### src/rtl/ccd_seq_pkg.sv
// Package: shared mode and line-segment encodings for the CCD clock sequencer.
// Assumes: used by ccd_line_timer and ccd_clock_seq only.
package ccd_seq_pkg;

    // Frame-level operating mode
    typedef enum logic [1:0] {
        MODE_XFER = 2'd0,
        MODE_READ = 2'd1,
        MODE_PAD  = 2'd2
    } seq_mode_t;

    // Part of a readout line
    typedef enum logic {
        SEG_REV = 1'b0,
        SEG_FWD = 1'b1
    } line_seg_t;

endpackage

### src/rtl/ccd_phase_gen.sv
// Module: multi-phase clock generator.
// One STEPS-count counter advances while en is high. Phase k is high when
// (count - k*SHIFT) mod STEPS is less than HIGH. While en is low the counter
// holds, so the phases hold their levels.
// Assumes: NUM_PH*SHIFT == STEPS and every rising and falling edge falls on a
// distinct count. This gives exactly one phase edge per step (true for 4/8/5/2).
module ccd_phase_gen #(
    parameter int NUM_PH = 4,
    parameter int STEPS  = 8,
    parameter int HIGH   = 5,
    parameter int SHIFT  = 2
) (
    input  logic              clk,
    input  logic              rst_n,
    input  logic              en,
    output logic [NUM_PH-1:0] ph,
    output logic              wrap
);
    localparam int CW = (STEPS > 1) ? $clog2(STEPS) : 1;

    logic [CW-1:0] cnt;

    // Step counter: advances while enabled, wraps after STEPS counts
    always_ff @(posedge clk) begin
        if (!rst_n) begin
            cnt <= '0;
        end else if (en) begin
            cnt <= (cnt == CW'(STEPS - 1)) ? '0 : cnt + 1'b1;
        end
    end

    assign wrap = en && (cnt == CW'(STEPS - 1));

    // One decoder per phase, each offset by k*SHIFT counts
    for (genvar k = 0; k < NUM_PH; k++) begin : g_ph
        localparam int OFS = (STEPS - ((k * SHIFT) % STEPS)) % STEPS;
        logic [CW:0] pos_sum;
        logic [CW:0] pos;
        assign pos_sum = {1'b0, cnt} + (CW+1)'(OFS);
        assign pos     = (pos_sum >= (CW+1)'(STEPS)) ? pos_sum - (CW+1)'(STEPS) : pos_sum;
        assign ph[k]   = (pos < (CW+1)'(HIGH));
    end


    single_edge_chk: assert property (@(posedge clk) disable iff (!rst_n)
        ($past(en) && $past(rst_n)) |-> ($countones(ph ^ $past(ph)) == 1));

endmodule

### src/rtl/ccd_line_timer.sv
// Module: line loop for readout.
// While run is high it repeats a line made of a reverse segment of REV_CLKS
// clocks, then a forward segment of PIX pixel periods of SUB clocks each.
// While run is low it sits at the start of a reverse segment.
// Assumes: SUB is even. The readout clock is high for the first SUB/2 clocks of
// each pixel period.
module ccd_line_timer
    import ccd_seq_pkg::*;
#(
    parameter int PIX      = 1056,
    parameter int REV_CLKS = 8,
    parameter int SUB      = 4
) (
    input  logic clk,
    input  logic rst_n,
    input  logic run,
    output logic row_shift,
    output logic rd_a,
    output logic rst_pulse,
    output logic line_end
);
    localparam int RW = (REV_CLKS > 1) ? $clog2(REV_CLKS) : 1;
    localparam int PW = (PIX > 1) ? $clog2(PIX) : 1;
    localparam int SW = (SUB > 1) ? $clog2(SUB) : 1;

    line_seg_t     seg;
    logic [RW-1:0] rev_cnt;
    logic [PW-1:0] pix_cnt;
    logic [SW-1:0] sub_cnt;
    logic          fwd;

    // Segment sequencing: reverse clocks, then pixel periods, then repeat
    always_ff @(posedge clk) begin
        if (!rst_n || !run) begin
            seg     <= SEG_REV;
            rev_cnt <= '0;
            pix_cnt <= '0;
            sub_cnt <= '0;
        end else if (seg == SEG_REV) begin
            if (rev_cnt == RW'(REV_CLKS - 1)) begin
                rev_cnt <= '0;
                seg     <= SEG_FWD;
            end else begin
                rev_cnt <= rev_cnt + 1'b1;
            end
        end else if (sub_cnt == SW'(SUB - 1)) begin
            sub_cnt <= '0;
            if (pix_cnt == PW'(PIX - 1)) begin
                pix_cnt <= '0;
                seg     <= SEG_REV;
            end else begin
                pix_cnt <= pix_cnt + 1'b1;
            end
        end else begin
            sub_cnt <= sub_cnt + 1'b1;
        end
    end

    // Decode segment outputs
    assign fwd       = run && (seg == SEG_FWD);
    assign row_shift = run && (seg == SEG_REV);
    assign rd_a      = fwd && (sub_cnt < SW'(SUB / 2));
    assign rst_pulse = fwd && (sub_cnt == '0);
    assign line_end  = fwd && (pix_cnt == PW'(PIX - 1)) && (sub_cnt == SW'(SUB - 1));


    line_restart_chk: assert property (@(posedge clk) disable iff (!rst_n)
        line_end |=> (seg == SEG_REV && rev_cnt == '0 && pix_cnt == '0));

endmodule

### src/rtl/ccd_clock_seq.sv
// Module: top of the frame-transfer CCD clock sequencer.
// A mode machine cycles through frame transfer, line readout and an idle pad.
// Image clocks run only in transfer. Storage clocks run in transfer and in each
// line's reverse segment.
// Assumes: every count parameter is at least 1 except PAD_CLKS, which may be 0.
module ccd_clock_seq
    import ccd_seq_pkg::*;
#(
    parameter int PIX_PER_LINE     = 1056,
    parameter int LINES_PER_FRAME  = 1056,
    parameter int XFER_CYCLES      = 1056,
    parameter int ROW_SHIFT_CYCLES = 1,
    parameter int PAD_CLKS         = 522560
) (
    input  logic       clk,
    input  logic       rst_n,
    output logic       frame_clk,
    output logic [3:0] img_ph,
    output logic [3:0] stor_ph,
    output logic       rd_clk_a,
    output logic       rd_clk_b,
    output logic       ob_rst,
    output logic       line_mark,
    output logic       frame_mark
);
    localparam int NUM_PH   = 4;
    localparam int STEPS    = 8;
    localparam int SUB      = 4;
    localparam int REV_CLKS = STEPS * ROW_SHIFT_CYCLES;
    localparam int XW  = (XFER_CYCLES > 1) ? $clog2(XFER_CYCLES) : 1;
    localparam int LW  = (LINES_PER_FRAME > 1) ? $clog2(LINES_PER_FRAME) : 1;
    localparam int PDW = (PAD_CLKS > 1) ? $clog2(PAD_CLKS) : 1;

    seq_mode_t      mode;
    logic [XW-1:0]  xfer_cnt;
    logic [LW-1:0]  line_cnt;
    logic [PDW-1:0] pad_cnt;
    logic           img_en, stor_en, img_wrap, stor_wrap;
    logic           row_shift, line_end, rd_a, rst_pulse, run;

    assign run     = (mode == MODE_READ);
    assign img_en  = (mode == MODE_XFER);
    assign stor_en = img_en || row_shift;

    ccd_phase_gen #(.NUM_PH(NUM_PH), .STEPS(STEPS), .HIGH(5), .SHIFT(2)) u_img (
        .clk(clk), .rst_n(rst_n), .en(img_en), .ph(img_ph), .wrap(img_wrap)
    );

    ccd_phase_gen #(.NUM_PH(NUM_PH), .STEPS(STEPS), .HIGH(5), .SHIFT(2)) u_stor (
        .clk(clk), .rst_n(rst_n), .en(stor_en), .ph(stor_ph), .wrap(stor_wrap)
    );

    ccd_line_timer #(.PIX(PIX_PER_LINE), .REV_CLKS(REV_CLKS), .SUB(SUB)) u_line (
        .clk(clk), .rst_n(rst_n), .run(run), .row_shift(row_shift),
        .rd_a(rd_a), .rst_pulse(rst_pulse), .line_end(line_end)
    );

    // Frame mode machine: transfer cycles, line count, pad clocks
    always_ff @(posedge clk) begin
        if (!rst_n) begin
            mode     <= MODE_XFER;
            xfer_cnt <= '0;
            line_cnt <= '0;
            pad_cnt  <= '0;
        end else begin
            case (mode)
                MODE_XFER: if (img_wrap) begin
                    if (xfer_cnt == XW'(XFER_CYCLES - 1)) begin
                        xfer_cnt <= '0;
                        mode     <= MODE_READ;
                    end else begin
                        xfer_cnt <= xfer_cnt + 1'b1;
                    end
                end
                MODE_READ: if (line_end) begin
                    if (line_cnt == LW'(LINES_PER_FRAME - 1)) begin
                        line_cnt <= '0;
                        mode     <= (PAD_CLKS > 0) ? MODE_PAD : MODE_XFER;
                    end else begin
                        line_cnt <= line_cnt + 1'b1;
                    end
                end
                MODE_PAD: begin
                    if (pad_cnt == PDW'(PAD_CLKS - 1)) begin
                        pad_cnt <= '0;
                        mode    <= MODE_XFER;
                    end else begin
                        pad_cnt <= pad_cnt + 1'b1;
                    end
                end
                default: mode <= MODE_XFER;
            endcase
        end
    end

    // Output drive
    assign frame_clk  = (mode != MODE_XFER);
    assign rd_clk_a   = rd_a;
    assign rd_clk_b   = ~rd_a;
    assign ob_rst     = rst_pulse;
    assign line_mark  = line_end;
    assign frame_mark = line_end && (line_cnt == LW'(LINES_PER_FRAME - 1));


    no_line_in_xfer_chk: assert property (@(posedge clk) disable iff (!rst_n)
        !frame_clk |-> !line_mark);


    img_hold_chk: assert property (@(posedge clk) disable iff (!rst_n)
        (frame_clk && $past(frame_clk) && $past(rst_n)) |-> $stable(img_ph));


    whole_row_shift_chk: assert property (@(posedge clk) disable iff (!rst_n)
        ($fell(row_shift) && run) |-> $past(stor_wrap));


    reset_in_high_chk: assert property (@(posedge clk) disable iff (!rst_n)
        ob_rst |-> rd_clk_a);


    frame_wrap_chk: assert property (@(posedge clk) disable iff (!rst_n)
        frame_mark |=> (line_cnt == '0 && frame_clk == (PAD_CLKS > 0)));

endmodule

### config.mk
export PLATFORM = sky130hd
export DESIGN_NAME = ccd_clock_seq
export DESIGN_NICKNAME = d
export VERILOG_FILES = /design/src/rtl/ccd_seq_pkg.sv /design/src/rtl/ccd_phase_gen.sv /design/src/rtl/ccd_line_timer.sv /design/src/rtl/ccd_clock_seq.sv
export SDC_FILE = /design/constraint.sdc
export NUM_CORES = 1
export LEC_CHECK = 0
export BUFFER_PORTS_ARGS = -buffer_cell sky130_fd_sc_hd__clkbuf_2
export CORE_MARGIN = 2
export CORE_UTILIZATION = 24
export CTS_CLUSTER_DIAMETER = 50
export DETAILED_ROUTE_END_ITERATION = 12
export HOLD_SLACK_MARGIN = 0.08
export PLACE_DENSITY = 0.44
export SYNTH_ARGS = -nofsm -noshare
export SYNTH_HDL_FRONTEND = slang
export SYNTH_HIERARCHICAL = 1
export SYNTH_SLANG_ARGS = --single-unit
### constraint.sdc
create_clock -name clk -period 2.55 [get_ports clk]
set_input_delay 0.51 -clock clk [delete_from_list [all_inputs] [get_ports clk]]
set_output_delay 0.51 -clock clk [all_outputs]
set_load 0.02 [all_outputs]
==> results.toml <==
[sta]
hold_violations = 0
fin_crit_ps = 2410
timing.slew.headroom_pct = 61.5
finalClockSkew_ps = 5.49
fin_crit_sh_pct = 94.6
tightest_slew_ps = 578
fmax_ghz = 0.414
setup_viol = 0
final_max_slew_viol_count = 0
fin_setup_tns_ps = 0
rsz0062_at_grt = "no"

[worst_setup_path]
worstRegToRegCells = 8
path_cells = "nor4_1, nand4_1, nor2_2, inv_1, nor3_2, buf_4"
endpoint_kind = "primary output"
slowest_stage = "nor4_1"
start_kind = "register"
cp_max_fo = 6
critPathArrivalTime_ps = 1900
cpPeakStageDelay_ps = 380
crit_type = "register to primary output"
cp.required_ps = 2040

[grt]
grt_pass1_vias = 2712
grt_antenna_before_repair = 0
grt.total_usage_pct = 9.68
grt_max_degree = 25
grt_overflow = 0
grt_pass1_wl_mm = 12.4

[pwr]
cellLeakagePower_nw = 1.60
combPwrFrac_pct = 5.8
peakVddDrop_mv = 0.316
powerDensity_mw_per_mm2 = 602
internal_power_mw = 1.98
power.switching_uw = 557
swShare_pct = 22.0
power_frac_seq_pct = 41.5
p_clk_share_pct = 52.7

[floorplanning]
coreArea_mm2 = 0.0145
die_x_um = 125
fp.dieArea_mm2 = 0.0157
rows = 44
boundaryPins = 16
initial_core_util_pct = 24.4
die_h_um = 125

[clocking]
clk_path_buf_depth = 2
h-tree-depth = 3
cts_buffers = 9
clkTransAtPathRegs_ps = 60
clk_latency_ps = 330
cts_sinks = 66
cts_root_buffer = "clkbuf_16"
cts_tree = "done"

[routing]
vias_per_cell = 4.52
wl_per_cell_um = 11.6
remaining_drc_errors = 0
wl_mm = 7.09
ant_nets = 0
drtIter0Drc = 100
dr.pass1.iters = 4
vias = 2767

[synth]
yosysWarnings = 6
avgSynthCellArea_um2 = 8.99
synth_fp_nets = 419
syn-cell-area_mm2 = 0.00353
synth_cells = 393

[placed_design]
place_congestion = 0.788
io_buffers = 15
post-dp-hpwl_mm = 5.05

[min_path]
hp-class = "register to register"
hold_depth = 2

[finish]
drive_gt1_share_pct = 16.6
final_util_pct = 29.1
syn2layout_area_growth_pct = 19.3
n_antenna_cell = 0
final_nets = 449

[run_status]
outcome = "completed"

[run]
maxCapViolCount = 0
## worst paths after layout
| path | slack (ps) | startpoint | endpoint |
|---|---|---|---|
| worst max-delay path | 140 | u_line/pix_cnt[5] | frame_mark |
| worst min-delay path | 490 | u_line/pix_cnt[1] | u_line/pix_cnt[1] |
| worst max register to register | 170 | u_line/pix_cnt[5] | line_cnt[9] |
| worst min register to register | 490 | u_line/pix_cnt[1] | u_line/pix_cnt[1] |
## repair_timing
item,in CTS,in global routing
endpoints found under the hold margin,0,0
buffers inserted,1,0
hold buffers,0,0
gates resized for setup,1,5
pin swaps,1,2
setup endpoints to repair,1,3
## state kept, by name, indices dropped and copies added (netlist names)
register / flops
u_line/sub_cnt: 2
u_img/cnt: 3
u_line/seg: 1
line_cnt: 11
u_line/pix_cnt: 11
u_stor/cnt: 3
pad_cnt: 19
u_line/rev_cnt: 3
mode: 2
xfer_cnt: 11
## layout make-up
cell class / count / area, µm²
Sequential cell: 66 / 1320
Tap cell: 184 / 230
Inverter: 18 / 67.6
Clock inverter: 5 / 77.6
Clock buffer: 11 / 243
Multi-Input combinational cell: 301 / 2110
Timing Repair Buffer: 27 / 168
Fill cell: 1544 / 10300
## stage by stage
step / instance area, µm² / setup WS (ps) / std cells / total power, mW / hold WS, ps
2_1_floorplan: 3540 / 43.1 / 393 / 1.18 / 453
3_3_place_gp: 3880 / 210 / 595 / 1.22 / 469
3_5_place_dp: 3880 / 186 / 595 / 1.23 / 472
4_1_cts: 4210 / 1.88 / 612 / 2.58 / 484
5_1_grt: 4220 / 7.91 / 612 / 2.65 / 514
6_report: 4220 / 137 / 612 / 2.54 / 487
## critical path: cells and delay by family, from the launching register on
family	cells	cell delay (ps)
and+or+nand+nor	4	960
DFF	1	350
buffers and inverters	2	250
## power by group through the flow
| stage | combinational (mW) | sequential (mW) | clock [mW] |
|---|---|---|---|
| after floorplan | 0.109 | 1.07 | 0 |
| after global placement | 0.147 | 1.08 | 0 |
| after detailed placement | 0.150 | 1.08 | 0 |
| after CTS | 0.151 | 1.05 | 1.38 |
| after global routing | 0.167 | 1.06 | 1.43 |
| final | 0.147 | 1.05 | 1.34 |
## metal layers
metal  track usage [%]  share of wire [%]
met1              11.6                 49
met2              16.1                 47
met3              2.57                2.4
met4              4.64                2.0
met5                 0                  0
## cells in the final DEF, fill, tap and decap left out, types with 3 or more instances in the layout
master,count
nor2_1,50
clkbuf_2,14
o21a_1,3
nand2b_1,5
inv_1,18
nand4_1,16
mux2i_1,7
or2_2,4
nand2_1,28
nand4b_1,3
nor4_1,9
nand3_1,15
or3_1,7
and3_1,5
a21boi_0,5
buf_4,13
clkbuf_16,9
and2_1,4
nor2b_1,7
ha_1,23
a21oi_1,12
o21ai_0,7
xnor2_1,22
xor2_1,20
and4_1,4
dfxtp_1,64
nor3_1,7
(Power assumes the default switching activity.)
